File: src/rtl/irq_bid_pkg.sv
package irq_bid_pkg;
    localparam int BID_W = 8;
    localparam int LVL_W = 3;
    localparam int TY_W  = 3;

    typedef enum logic [2:0] {SK_RX, SK_TX, SK_BRK, SK_COS, SK_CT} src_kind_e;
    typedef enum logic [0:0] {ACK_IDLE, ACK_HOLD} ack_state_e;

    function automatic logic [TY_W-1:0] type_code(src_kind_e kind, logic err);
        case (kind)
            SK_RX:   return {err, 2'b11};
            SK_TX:   return 3'b010;
            SK_BRK:  return 3'b100;
            SK_COS:  return 3'b001;
            default: return 3'b101;
        endcase
    endfunction
endpackage

File: src/rtl/irq_bid_former.sv
module irq_bid_former
    import irq_bid_pkg::*;
#(
    parameter src_kind_e KIND = SK_RX,
    parameter int        CHAN = 0
) (
    input  logic             en,
    input  logic             active,
    input  logic [LVL_W-1:0] level,
    input  logic             err,
    output logic [BID_W-1:0] bid
);
    localparam logic [1:0] CH_CODE = CHAN[1:0];

    always_comb begin
        bid = (en && active) ? {level, type_code(KIND, err), CH_CODE} : '0;
    end
endmodule

File: src/rtl/irq_bid_max.sv
module irq_bid_max
    import irq_bid_pkg::*;
#(
    parameter int N = 18
) (
    input  logic [BID_W-1:0] bids [N],
    output logic [BID_W-1:0] top_bid
);
    always_comb begin
        top_bid = '0;
        for (int i = 0; i < N; i++) begin
            if (bids[i] > top_bid) top_bid = bids[i];
        end
    end
endmodule

File: src/rtl/irq_ack_ctrl.sv
module irq_ack_ctrl
    import irq_bid_pkg::*;
(
    input  logic             clk,
    input  logic             rst_n,
    input  logic             eval_stb,
    input  logic             ack_n,
    input  logic [BID_W-1:0] win,
    output logic             eval_ok,
    output logic [BID_W-1:0] cir
);
    ack_state_e state, state_nx;
    logic       ack_q;
    logic       ack_fall;

    always_ff @(posedge clk or negedge rst_n) begin
        if (!rst_n) ack_q <= 1'b1;
        else        ack_q <= ack_n;
    end

    assign ack_fall = ack_q & ~ack_n;

    always_ff @(posedge clk or negedge rst_n) begin
        if (!rst_n) state <= ACK_IDLE;
        else        state <= state_nx;
    end

    always_comb begin
        state_nx = state;
        eval_ok  = 1'b0;
        unique case (state)
            ACK_IDLE: begin
                eval_ok = eval_stb;
                if (ack_fall && !eval_stb) state_nx = ACK_HOLD;
            end
            ACK_HOLD: begin
                if (eval_stb) state_nx = ACK_IDLE;
            end
        endcase
    end

    always_ff @(posedge clk or negedge rst_n) begin
        if (!rst_n)        cir <= '0;
        else if (ack_fall) cir <= win;
    end
endmodule

File: src/rtl/irq_bid_arbiter.sv
module irq_bid_arbiter
    import irq_bid_pkg::*;
#(
    parameter int N_CH   = 4,
    parameter int N_CT   = 2,
    parameter int CNT_W  = 4,
    parameter int PRIO_W = 3
) (
    input  logic                       clk,
    input  logic                       rst_n,
    input  logic                       eval_stb,
    input  logic                       ack_n,
    input  logic [N_CH*CNT_W-1:0]      rx_count,
    input  logic [N_CH-1:0]            rx_err,
    input  logic [N_CH*CNT_W-1:0]      tx_free,
    input  logic [N_CH-1:0]            brk_flag,
    input  logic [N_CH-1:0]            cos_flag,
    input  logic [N_CT-1:0]            ct_flag,
    input  logic [4*N_CH+N_CT-1:0]     bid_mask,
    input  logic [(2*N_CH+N_CT)*PRIO_W-1:0] prio_cfg,
    input  logic [BID_W-1:0]           threshold,
    output logic                       irq_n,
    output logic [BID_W-1:0]           bus_n,
    output logic [BID_W-1:0]           cir
);
    localparam int N_SRC  = 4*N_CH + N_CT;
    localparam int RX_MAX = 7;
    localparam int TX_MAX = 3;

    logic [BID_W-1:0] bids [N_SRC];
    logic [BID_W-1:0] top_bid;
    logic [BID_W-1:0] win_q;
    logic             eval_ok;

    for (genvar c = 0; c < N_CH; c++) begin : g_ch
        logic [CNT_W-1:0] rxc, txc;
        logic [LVL_W-1:0] rx_lvl, tx_lvl;
        assign rxc    = rx_count[CNT_W*c +: CNT_W];
        assign txc    = tx_free[CNT_W*c +: CNT_W];
        assign rx_lvl = (rxc > CNT_W'(RX_MAX)) ? LVL_W'(RX_MAX) : rxc[LVL_W-1:0];
        assign tx_lvl = (txc > CNT_W'(TX_MAX)) ? LVL_W'(TX_MAX) : {1'b0, txc[LVL_W-2:0]};

        irq_bid_former #(.KIND(SK_RX), .CHAN(c)) u_rx (
            .en(bid_mask[c]), .active(rxc != '0), .level(rx_lvl),
            .err(rx_err[c]), .bid(bids[c]));
        irq_bid_former #(.KIND(SK_BRK), .CHAN(c)) u_brk (
            .en(bid_mask[N_CH+c]), .active(brk_flag[c]),
            .level(prio_cfg[PRIO_W*c +: PRIO_W]), .err(1'b0), .bid(bids[N_CH+c]));
        irq_bid_former #(.KIND(SK_TX), .CHAN(c)) u_tx (
            .en(bid_mask[2*N_CH+c]), .active(txc != '0), .level(tx_lvl),
            .err(1'b0), .bid(bids[2*N_CH+c]));
        irq_bid_former #(.KIND(SK_COS), .CHAN(c)) u_cos (
            .en(bid_mask[3*N_CH+c]), .active(cos_flag[c]),
            .level(prio_cfg[PRIO_W*(N_CH+c) +: PRIO_W]), .err(1'b0),
            .bid(bids[3*N_CH+c]));
    end

    for (genvar k = 0; k < N_CT; k++) begin : g_ct
        irq_bid_former #(.KIND(SK_CT), .CHAN(2*k+1)) u_ct (
            .en(bid_mask[4*N_CH+k]), .active(ct_flag[k]),
            .level(prio_cfg[PRIO_W*(2*N_CH+k) +: PRIO_W]), .err(1'b0),
            .bid(bids[4*N_CH+k]));
    end

    irq_bid_max #(.N(N_SRC)) u_max (.bids(bids), .top_bid(top_bid));

    irq_ack_ctrl u_ack (
        .clk(clk), .rst_n(rst_n), .eval_stb(eval_stb), .ack_n(ack_n),
        .win(win_q), .eval_ok(eval_ok), .cir(cir));

    always_ff @(posedge clk or negedge rst_n) begin
        if (!rst_n)       win_q <= '0;
        else if (eval_ok) win_q <= top_bid;
    end

    assign bus_n = ~win_q;
    assign irq_n = !(win_q > threshold);
endmodule

File: config.mk
export PLATFORM = sky130hd
export DESIGN_NAME = irq_bid_arbiter
export DESIGN_NICKNAME = d
export VERILOG_FILES = /design/src/rtl/irq_bid_pkg.sv /design/src/rtl/irq_bid_former.sv /design/src/rtl/irq_bid_max.sv /design/src/rtl/irq_ack_ctrl.sv /design/src/rtl/irq_bid_arbiter.sv
export SDC_FILE = /design/constraint.sdc
export NUM_CORES = 1
export LEC_CHECK = 0
export ABC_AREA = 1
export CELL_PAD_IN_SITES_DETAIL_PLACEMENT = 1
export CELL_PAD_IN_SITES_GLOBAL_PLACEMENT = 2
export CORE_UTILIZATION = 24
export DETAILED_ROUTE_END_ITERATION = 6
export GPL_ROUTABILITY_DRIVEN = 0
export PLACE_DENSITY = 0.89
export SYNTH_ARGS = -nofsm -noshare
export SYNTH_HDL_FRONTEND = slang
export SYNTH_SLANG_ARGS = --single-unit
File: constraint.sdc
create_clock -name clk -period 1.35 [get_ports clk]
set_input_delay 0.27 -clock clk [delete_from_list [all_inputs] [get_ports clk]]
set_output_delay 0.27 -clock clk [all_outputs]
set_load 0.03 [all_outputs]
==> out/results.md, run 1 <==
| Stage | Result | Reported |
| --- | --- | --- |
| grt | First-pass GRT wire length | 40800 um |
| clocking | Clock-pin slew on the worst setup and hold paths | 60 ps |
| floorplanning | Die boundary height | 149 um |
| drt | Top routing layer in use | met4 |
| worst setup path | Type of element launching the critical path | input pin |
| sta | Final setup viols | 9 |
| worst setup path | Crit Path Class | in -> reg |
| synth | Async SR Flop Fraction | 1.00 |
| run | Reported max-cap violation count | 0 |
| clocking | CTS root buffer | sky130_fd_sc_hd__clkbuf_16 |
| sta | Tcrit/Tclk final | 14.3 |
| floorplanning | Initial standard-cell utilization of the core | 0.246 |
| floorplanning | Std cell rows | 53 |
| clocking | Count of hold buffers inserted by post-cts repair | 0 |
| status | Violations in the final reports | negative setup slack |
| drt | Via-to-Cell Ratio | 5.12 |
| drt | Average routed wire per standard cell | 20.5 um |
| cells and area | Share of the core filled with cells | 0.535 |
| sta | Peak Freq | 51.9 MHz |
| clocking | Clock tree from TritonCTS | done |
| drt | Detail Route met3 WL | 1340 um |
| synth | Avg Inst Size Synth | 5.94 um^2 |
| sta | Worst setup skew after layout | 5.93 ps |
| grt | Number of antenna violations at the first check in global routing | 0 |
| hold path | Class of the worst hold path | in -> async |
| sta | Final sum of negative setup slack | -143940 ps |
| sta | Clock period minus final worst setup slack | 19280 ps |
| sta | Final hold slack | 356 ps |
| drt | DR iter-0 viols | 299 |
| floorplanning | Number of primary I/O pins | 123 |
| synth | Synthesized flop and latch total | 18 |
| synth | Post-synthesis sequential area ratio | 0.0867 |
| drt | Final ANT Viol Nets | 0 |
| grt | Largest net degree at the start of global routing | 19 |
| synth | Count of yosys warnings during synthesis | 0 |
| drt | DR pass1 iterations | 5 |
| clocking | Maximum number of buffers from clock root to sink | 2 |
| grt | Overall track demand over capacity in global routing | 0.226 |
| clocking | Num Clock Sinks | 18 |
| worst setup path | Crit path top cell by count | sky130_fd_sc_hd__nand2_4 |
| grt | Number of global-route vias before repair | 8515 |
| synth | Post-synth EDFFs | 0 |
| worst setup path | Sort of element at the end of the critical path | flip-flop |
| drt | Via count | 8261 |
| placed design | Port buffer count | 122 |
| worst setup path | Crit path arrival time | 19420 ps |
| floorplanning | Floorplan die area | 22300 um^2 |
| cells and area | Most common cell after layout, fill and taps aside | sky130_fd_sc_hd__buf_4 |
| sta | Total count of max-transition violations in the final report | 0 |
| grt | Final global-route overflow total | 0 |
| worst setup path | Largest fanout on the critical path | 8 |
| status | Outcome | complete, but fails checks |
| synth | Synthesized cell area | 5210 um^2 |
| synth | Leading register cell type out of synthesis | sky130_fd_sc_hd__dfrtp_1 |
| clocking | Number of CTS-inserted buffers | 3 |
| cells and area | Layout-stage area growth over the synthesis result | 117% |
| floorplanning | Die X-Extent | 149 um |
| sta | Count of final hold-check violations | 0 |
| floorplanning | Core ar. | 21200 um^2 |
| drt | WL final | 33100 um |
| sta | Setup repair after global routing missed its margin | yes |
| cells and area | Commonest cells after routing, fill and taps aside | 333 x sky130_fd_sc_hd__buf_4, 154 x sky130_fd_sc_hd__nand2_1, 124 x sky130_fd_sc_hd__inv_1 |
| clocking | Count of H-tree levels built during CTS | 1 |
| drt | WL met1 | 11600 um |
| drt | # DRC | 0 |
| sta | Transition time at the pin with the least slew margin | 504 ps |
| sta | Relative slew slack | 0.663 |
| worst setup path | CP max stage cell | sky130_fd_sc_hd__nor3b_2 |
| cells and area | Final Net Count | 1532 |
| cells and area | Total inserted antenna cells | 0 |
| placed design | DPL Wire Length | 16300 um |
| synth | Synthesized net count | 1069 |
| synth | Instance count of the mapped netlist | 877 |
| drt | Routed length on met2 | 18100 um |
| clocking | Later-pin clock latency in the skew report | 250 ps |
| worst setup path | Largest stage delay, worst path | 340 ps |
| worst setup path | Worst EP required | 1490 ps |
| synth | Cell variety after synth | 45 |
| sta | Worst Slack Setup Final | -17930 ps |
| cells and area | Fraction of layout cells with a size suffix above 1 | 0.560 |
-- routing by layer --
layer / global-route usage / vias up
met5: 0 / -
met4: 0.0694 / 0
met3: 0.0174 / 170
met2: 0.462 / 338
met1: 0.239 / 4022
li1: - / 3731
-- what timing repair did --
action / 4_1_cts / 5_1_grt
endpoints found under the hold margin: 0 / 0
cloned: 4 / 0
pin swaps: 158 / 179
resized for setup: 259 / 196
buffers inserted: 63 / 28
endpoints found under the setup margin: 17 / 10
-- cell type report --
| class | instances | area (um^2) |
|---|---|---|
| Sequential cell | 18 | 452 |
| Fill cell | 2543 | 9840 |
| Clock buffer | 4 | 88.8 |
| Multi-Input combinational cell | 687 | 5950 |
| Timing Repair Buffer | 462 | 3820 |
| Tap cell | 275 | 344 |
| Inverter | 168 | 658 |
-- synth_stat cells, types with 2 or more instances --
cell type,number,area share
sky130_fd_sc_hd__and3_1,2,0.0024
sky130_fd_sc_hd__a211oi_1,2,0.0029
sky130_fd_sc_hd__a21oi_1,41,0.039
sky130_fd_sc_hd__o21ai_1,8,0.0077
sky130_fd_sc_hd__a21boi_2,2,0.0043
sky130_fd_sc_hd__a221oi_1,2,0.0034
sky130_fd_sc_hd__buf_6,5,0.011
sky130_fd_sc_hd__nand3b_1,3,0.0043
sky130_fd_sc_hd__o21ai_2,4,0.0067
sky130_fd_sc_hd__nand3_1,62,0.060
sky130_fd_sc_hd__nand4_1,6,0.0072
sky130_fd_sc_hd__nand2_1,247,0.18
sky130_fd_sc_hd__nor2_4,2,0.0043
sky130_fd_sc_hd__ha_1,86,0.21
sky130_fd_sc_hd__nor2_2,6,0.0072
sky130_fd_sc_hd__nand2_4,14,0.030
sky130_fd_sc_hd__or2_2,3,0.0036
sky130_fd_sc_hd__o21a_1,3,0.0043
sky130_fd_sc_hd__nor2_1,74,0.053
sky130_fd_sc_hd__nor3b_1,2,0.0029
sky130_fd_sc_hd__nand2_2,26,0.031
sky130_fd_sc_hd__nand3_2,10,0.019
sky130_fd_sc_hd__clkbuf_1,2,0.0014
sky130_fd_sc_hd__inv_2,13,0.0094
sky130_fd_sc_hd__o21bai_1,8,0.012
sky130_fd_sc_hd__o21ai_0,54,0.052
sky130_fd_sc_hd__a21o_1,3,0.0043
sky130_fd_sc_hd__inv_1,154,0.11
sky130_fd_sc_hd__dfrtp_1,17,0.082
-- through the flow --
| step | std cells | instance area [um^2] | setup WS (ps) |
|---|---|---|---|
| global placement | 1518 | 8790 | -16910 |
| detailed placement | 1518 | 8790 | -17730 |
| floorplan | 877 | 5430 | -15450 |
| global route | 1614 | 11300 | -18740 |
| CTS | 1587 | 10200 | -15940 |
| finish | 1614 | 11300 | -17930 |
-- registers in the layout, indices dropped and copies added, names as in the netlist --
name / flops
win_q: 8
u_ack.cir: 8
u_ack.state: 1
u_ack.ack_q: 1
-- worst paths after layout --
kind / from / cells after the start / end / slack, ps
worst max-delay path: rx_count[4] / 153 / win_q[7] / -17930
worst min-delay path: rst_n / 2 / u_ack.cir[3] / 360
worst max register to register: u_ack.state / 5 / win_q[5] / 240
worst min register to register: u_ack.cir[1] / 2 / u_ack.cir[1] / 480
max in group asynchronous: rst_n / 2 / u_ack.ack_q / 720
min in group clk: ack_n / 1 / u_ack.ack_q / 480
-- worst max-delay path: cells and delay by family --
family / cells / cell delay (ps)
fa+ha+maj: 15 / 4190
buf+inv: 26 / 2080
compound gates: 18 / 2690
simple gates: 94 / 10100
-- kinds of logic (layout without fill, tap and decap cells) --
group / Yosys count / in the layout / share of synthesized area
simple gates: 465 / 469 / 0.424
buf+inv: 176 / 634 / 0.135
compound gates: 132 / 132 / 0.148
fa+ha+maj: 86 / 86 / 0.207
flops: 18 / 18 / 0.0867
Power of run 1 is not shown: default switching activity piles up to over one toggle a cycle in this logic, so the estimate is an artifact.
==> run 2: changes to the inputs <==
--- a/config.mk
+++ b/config.mk
@@ -8,10 +8,11 @@
 export ABC_AREA = 1
 export CELL_PAD_IN_SITES_DETAIL_PLACEMENT = 1
 export CELL_PAD_IN_SITES_GLOBAL_PLACEMENT = 2
-export CORE_UTILIZATION = 24
+export CORE_UTILIZATION = 31
 export DETAILED_ROUTE_END_ITERATION = 6
+export DONT_BUFFER_PORTS = 1
 export GPL_ROUTABILITY_DRIVEN = 0
-export PLACE_DENSITY = 0.89
+export PLACE_DENSITY = 0.9
 export SYNTH_ARGS = -nofsm -noshare
 export SYNTH_HDL_FRONTEND = slang
 export SYNTH_SLANG_ARGS = --single-unit
==> run 2 against run 1 <==
Compared with the run above:
- the flow still finishes with violations (negative setup slack)
- first-iteration DRC count down 10%
- die area shrank 22%
- cell count decreased by 12%
- critical endpoint is now win_q[2]
- clock skew decreased by 3.7 ps
- sequential share of layout area rose by 0.54 points
- via count is 9.5% lower
- worst setup slack better by 400 ps
==> out/results.md, run 2 (same netlist as run 1, synthesis figures left out) <==
| Stage | Result | Reported | vs previous |
| --- | --- | --- | --- |
| cells and area | Final Net Count | 1399 | -8.7% |
| floorplanning | Die boundary height | 132 um | -12% |
| hold path | Number of cells on the worst hold path | 0 |  |
| cells and area | Most common cell after layout, fill and taps aside | sky130_fd_sc_hd__buf_4 |  |
| worst setup path | Crit path top cell by count | sky130_fd_sc_hd__nand2_4 |  |
| drt | DR iter-0 viols | 269 | -10% |
| drt | WL final | 29000 um | -12% |
| cells and area | Sequential cell area | 452 um^2 | unchanged |
| cells and area | Multi-input combinational cell area | 5960 um^2 | +0.15% |
| cells and area | Commonest cells after routing, fill and taps aside | 319 x sky130_fd_sc_hd__buf_4, 171 x sky130_fd_sc_hd__nand2_1, 128 x sky130_fd_sc_hd__inv_1 |  |
| grt | Final global-route overflow total | 0 | unchanged |
| hold path | Class of the worst hold path | in -> reg |  |
| sta | Worst Slack Setup Final | -17530 ps | +399 ps |
| sta | Peak Freq | 53.0 MHz | +2.1% |
| sta | Clock period minus final worst setup slack | 18880 ps | -399 ps |
| sta | Tcrit/Tclk final | 14.0 | -0.295 |
| floorplanning | Std cell rows | 47 | -11% |
| placed design | DPL Wire Length | 15400 um | -5.5% |
| floorplanning | Die X-Extent | 132 um | -12% |
| clocking | Number of CTS-inserted buffers | 3 | unchanged |
| worst setup path | Crit path arrival time | 19070 ps | -350 ps |
| worst setup path | Sort of element at the end of the critical path | flip-flop |  |
| cells and area | Fraction of layout cells with a size suffix above 1 | 0.577 | +0.0170 |
| sta | Worst setup skew after layout | 2.22 ps | -3.72 ps |
| cells and area | Filler cell count in the final layout | 2035 | -20% |
| grt | First-pass GRT wire length | 37100 um | -8.9% |
| worst setup path | CP max stage cell | sky130_fd_sc_hd__ha_1 |  |
| sta | Transition time at the pin with the least slew margin | 855 ps | +351 ps |
| clocking | Count of H-tree levels built during CTS | 1 | unchanged |
| worst setup path | Crit Path Class | in -> reg |  |
| sta | Final setup viols | 10 | +1 |
| placed design | Port buffer count | 0 | -100% |
| worst setup path | Largest fanout on the critical path | 8 | unchanged |
| status | Outcome | complete, but fails checks |  |
| worst setup path | Worst EP required | 1540 ps | +50 ps |
| worst setup path | Logic depth of the worst register-to-register path | 5 | unchanged |
| cells and area | Share of the core filled with cells | 0.606 | +0.0707 |
| floorplanning | Number of primary I/O pins | 123 | unchanged |
| floorplanning | Floorplan die area | 17300 um^2 | -22% |
| run | Reported max-cap violation count | 0 | unchanged |
| grt | Number of antenna violations at the first check in global routing | 2 | +2 |
| cells and area | Largest registers | u_ack.cir: 8 flops, win_q: 8 flops |  |
| drt | DR pass1 iterations | 6 | +1 |
| drt | Via count | 7474 | -9.5% |
| sta | Count of final hold-check violations | 0 | unchanged |
| sta | Final sum of negative setup slack | -140260 ps | +3680 ps |
| worst setup path | Flop-to-flop setup slack | 70 ps | -170 ps |
| clocking | Clock tree from TritonCTS | done |  |
| hold path | HP Start | ack_n |  |
| clocking | Num Clock Sinks | 18 | unchanged |
| hold path | Endpoint of the worst hold path | u_ack.ack_q |  |
| grt | Number of global-route vias before repair | 7889 | -7.4% |
| worst setup path | R2R Path End | win_q[6] |  |
| floorplanning | Core ar. | 16500 um^2 | -22% |
| drt | # DRC | 0 | unchanged |
| cells and area | Layout-stage area growth over the synthesis result | 91.5% |  |
| sta | Setup repair after global routing missed its margin | yes |  |
| drt | Average routed wire per standard cell | 20.3 um | -1.0% |
| sta | Relative slew slack | 0.428 | -0.234 |
| placed design | Post-Place Cell Area | 7440 um^2 | -15% |
| sta | Total count of max-transition violations in the final report | 0 | unchanged |
| floorplanning | Initial standard-cell utilization of the core | 0.316 | +0.0701 |
| cells and area | Post-route cell area | 9970 um^2 | -12% |
| clocking | Later-pin clock latency in the skew report | 260 ps | about the same |
| grt | Largest net degree at the start of global routing | 19 | unchanged |
| clocking | Clock-pin slew on the worst setup and hold paths | 50 ps | about the same |
| clocking | Maximum number of buffers from clock root to sink | 2 | unchanged |
| drt | Final ANT Viol Nets | 0 | unchanged |
| status | Violations in the final reports | negative setup slack |  |
| drt | Via-to-Cell Ratio | 5.23 | +2.3% |
| grt | Overall track demand over capacity in global routing | 0.259 | +0.0329 |
| worst setup path | Beginning of the worst register-to-register path | u_ack.state |  |
| worst setup path | Largest stage delay, worst path | 340 ps | about the same |
| worst setup path | Type of element launching the critical path | input pin |  |
| clocking | CTS root buffer | sky130_fd_sc_hd__clkbuf_16 |  |
==> run 2: through the flow <==
step | std cells | worst slack (ps) | hold slack, ps
after floorplan | 877 | -15450 | -25.6
after global placement | 1332 | -16480 | -25.2
after detailed placement | 1332 | -17430 | -25.2
after CTS | 1404 | -15930 | 12.0
after global routing | 1428 | -18490 | 5.84
final | 1428 | -17530 | 9.24
==> run 2: worst max path at each step <==
stage / start / end / slack, ps / cells after the start
finish: rx_count[1] / win_q[2] / -17530 / 144
global placement: rx_count[1] / win_q[6] / -16480 / 139
detailed placement: rx_count[1] / win_q[6] / -17430 / 148
global route: rx_count[1] / win_q[2] / -18490 / 145
floorplan: rx_count[1] / win_q[5] / -15450 / 160
CTS: rx_count[5] / win_q[2] / -15930 / 157
==> run 2: critical path: cells and delay by family <==
kind	cells	cell delay, ps
and+or+nand+nor	84	8920
adders and majority gates	16	4570
AOI/OAI and AO/OA	19	3060
buffers and inverters	25	2190
==> run 2: layout make-up <==
cell class | count | area share
Inverter | 168 | 0.0662
Antenna cell | 2 | 0.000502
Multi-Input combinational cell | 685 | 0.598
Clock buffer | 4 | 0.00891
Timing Repair Buffer | 331 | 0.254
Tap cell | 220 | 0.0276
Sequential cell | 18 | 0.0453
==> run 2: what timing repair did <==
| action | in CTS | in global routing |
|---|---|---|
| pin swaps | 143 | 144 |
| setup buffers | 65 | 23 |
| hold buffers | 1 | 0 |
| setup endpoints to repair | 9 | 10 |
| gates resized for setup | 188 | 183 |
| gates cloned | 2 | 0 |
| endpoints found under the hold margin | 18 | 0 |
==> run 2: layer usage <==
metal / wire length (um) / global-route usage / vias to the layer above
li1: - / - / 3477
met1: 10700 / 0.281 / 3672
met3: 918 / 0.0185 / 96
met5: 0 / 0 / -
met4: 1490 / 0.0769 / 0
met2: 15900 / 0.523 / 229
Power of run 2 is left out for the same reason.
==> run 3: changes to the inputs <==
--- a/config.mk
+++ b/config.mk
@@ -8,6 +8,7 @@
 export ABC_AREA = 1
 export CELL_PAD_IN_SITES_DETAIL_PLACEMENT = 1
 export CELL_PAD_IN_SITES_GLOBAL_PLACEMENT = 2
+export CORE_MARGIN = 2
 export CORE_UTILIZATION = 31
 export DETAILED_ROUTE_END_ITERATION = 6
 export DONT_BUFFER_PORTS = 1
==> run 3 against run 2 <==
Compared with the run above:
- the run still ends with negative setup slack left
- sequential share of layout area fell by 0.14 points
- sequential cell count did not move
- critical path depth rose by 6
- cell count rose by 3.1%
- via count rose by 4.7%
- non-clock buffer count rose by 44
- final area rose by 3.1%
- die area rose by 3.1%
- clock-buffer cell count did not move
- critical path type unchanged
- highest routed layer unchanged
==> out/results.md, run 3 (same netlist as run 1, synthesis figures left out) <==
| Stage | Result | Reported | vs previous |
| --- | --- | --- | --- |
| floorplanning | Initial standard-cell utilization of the core | 0.315 | -0.00113 |
| sta | Clock period minus final worst setup slack | 19220 ps | +345 ps |
| worst setup path | Largest fanout on the critical path | 8 | unchanged |
| cells and area | Largest registers | u_ack.cir: 8 flops, win_q: 8 flops |  |
| floorplanning | Std cell rows | 47 | unchanged |
| worst setup path | Logic depth of the worst register-to-register path | 3 | -2 |
| sta | Total count of max-transition violations in the final report | 0 | unchanged |
| grt | Overall track demand over capacity in global routing | 0.278 | +0.0194 |
| worst setup path | CP max stage cell | sky130_fd_sc_hd__ha_1 |  |
| floorplanning | Floorplan die area | 17900 um^2 | +3.1% |
| worst setup path | Largest stage delay, worst path | 330 ps | about the same |
| worst setup path | Sort of element at the end of the critical path | flip-flop |  |
| worst setup path | Worst EP required | 1480 ps | -60 ps |
| sta | Relative slew slack | 0.416 | -0.0124 |
| clocking | Maximum number of buffers from clock root to sink | 2 | unchanged |
| cells and area | Share of the core filled with cells | 0.623 | +0.0169 |
| drt | DR iter-0 viols | 306 | +14% |
| cells and area | Layout-stage area growth over the synthesis result | 97.5% |  |
| status | Outcome | complete, but fails checks |  |
| clocking | Number of CTS-inserted buffers | 3 | unchanged |
| cells and area | Final Net Count | 1444 | +3.2% |
| grt | Number of global-route vias before repair | 8329 | +5.6% |
| worst setup path | Flop-to-flop setup slack | 80 ps | about the same |
| sta | Transition time at the pin with the least slew margin | 873 ps | +18.5 ps |
| drt | Via-to-Cell Ratio | 5.32 | +1.6% |
| worst setup path | Crit path top cell by count | sky130_fd_sc_hd__nand2_4 |  |
| worst setup path | Worst setup path end | win_q[1] |  |
| grt | Largest net degree at the start of global routing | 19 | unchanged |
| drt | Final ANT Viol Nets | 0 | unchanged |
| clocking | Later-pin clock latency in the skew report | 250 ps | about the same |
| sta | Count of final hold-check violations | 0 | unchanged |
| floorplanning | Die boundary height | 134 um | +1.5% |
| worst setup path | Crit path arrival time | 19350 ps | +280 ps |
| drt | Average routed wire per standard cell | 22.1 um | +8.8% |
| drt | # DRC | 0 | unchanged |
| sta | Setup repair after global routing missed its margin | yes |  |
| clocking | Clock-pin slew on the worst setup and hold paths | 50 ps | about the same |
| drt | WL final | 32500 um | +12% |
| clocking | CTS root buffer | sky130_fd_sc_hd__clkbuf_16 |  |
| worst setup path | Worst setup startpoint | rx_count[1] |  |
| grt | Final global-route overflow total | 0 | unchanged |
| cells and area | Most common cell after layout, fill and taps aside | sky130_fd_sc_hd__buf_4 |  |
| sta | Final setup viols | 10 | unchanged |
| run | Reported max-cap violation count | 0 | unchanged |
| status | Violations in the final reports | negative setup slack |  |
| cells and area | Fraction of layout cells with a size suffix above 1 | 0.592 | +0.0144 |
| worst setup path | Crit Path Class | in -> reg |  |
| clocking | Count of H-tree levels built during CTS | 1 | unchanged |
| cells and area | Commonest cells after routing, fill and taps aside | 359 x sky130_fd_sc_hd__buf_4, 170 x sky130_fd_sc_hd__nand2_1, 129 x sky130_fd_sc_hd__inv_1 |  |
| sta | Final sum of negative setup slack | -143330 ps | -3070 ps |
| floorplanning | Die X-Extent | 134 um | +1.5% |
| worst setup path | Beginning of the worst register-to-register path | u_ack.ack_q |  |
| sta | Peak Freq | 52.0 MHz | -1.8% |
| worst setup path | R2R Path End | u_ack.cir[7] |  |
| sta | Tcrit/Tclk final | 14.2 | +0.255 |
| floorplanning | Core ar. | 16500 um^2 | +0.36% |
| worst setup path | Type of element launching the critical path | input pin |  |
| hold path | Class of the worst hold path | in -> reg |  |
| placed design | DPL Wire Length | 15700 um | +1.6% |
| sta | Worst setup skew after layout | 3.18 ps | +0.959 ps |
| clocking | Num Clock Sinks | 18 | unchanged |
| sta | Worst Slack Setup Final | -17870 ps | -345 ps |
| clocking | Clock tree from TritonCTS | done |  |
| drt | DR pass1 iterations | 4 | -2 |
| floorplanning | Number of primary I/O pins | 123 | unchanged |
| placed design | Port buffer count | 0 | unchanged |
| grt | Number of antenna violations at the first check in global routing | 1 | -1 |
| drt | Via count | 7825 | +4.7% |
| grt | First-pass GRT wire length | 40300 um | +8.5% |
run 3: critical path, delay by kind of cell:
family                   cells  cell delay, ps
AO/OA/AOI/OAI               21            2910
adder cells (fa/ha/maj)     15            4170
buffers and inverters       22            2060
AND/OR/NAND/NOR             92            9830
run 3: area by class of cell:
| class | instances | area, um^2 |
|---|---|---|
| timing repair buffer | 375 | 2880 |
| sequential | 18 | 452 |
| inverter | 168 | 661 |
| fill | 2070 | 6240 |
| multi-input combinational | 686 | 5940 |
| clock buffer | 4 | 78.8 |
| antenna | 1 | 2.50 |
| tap | 220 | 275 |
run 3: worst min-delay path by stage:
stage                     start      endpoint  slack, ps  cells past startpoint
after CTS                 ack_n   u_ack.ack_q         10                      0
final                     ack_n   u_ack.ack_q         10                      0
after global placement    rst_n   u_ack.state        -30                      0
after floorplan           rst_n  u_ack.cir[0]        -30                      0
after detailed placement  rst_n   u_ack.state        -30                      0
after global routing      ack_n   u_ack.ack_q          9                      0
run 3: metrics by stage:
stage / instance area [um^2] / hold slack [ps] / worst slack (ps) / std cells
3_3_place_gp: 7530 / -25.2 / -16390 / 1344
4_1_cts: 9030 / 14.5 / -15910 / 1432
5_1_grt: 10300 / 8.53 / -18500 / 1471
3_5_place_dp: 7530 / -25.2 / -17400 / 1344
2_1_floorplan: 5430 / -25.6 / -15450 / 877
6_report: 10300 / 13.2 / -17870 / 1472
run 3: metal layers:
layer | GRT usage | vias up | part of all wire
met4 | 0.160 | 0 | 0.081
met1 | 0.271 | 3751 | 0.34
met5 | 0 | - | 0
met2 | 0.557 | 323 | 0.53
met3 | 0.0331 | 195 | 0.045
li1 | - | 3556 | -
run 3: timing repair:
item,4_1_cts,5_1_grt
hold buffers,1,0
pin swaps,132,153
setup endpoints to repair,9,9
gates cloned,3,0
setup buffers,80,39
hold endpoints to repair,18,0
gates resized for setup,177,191
Power of run 3 is left out for the same reason.
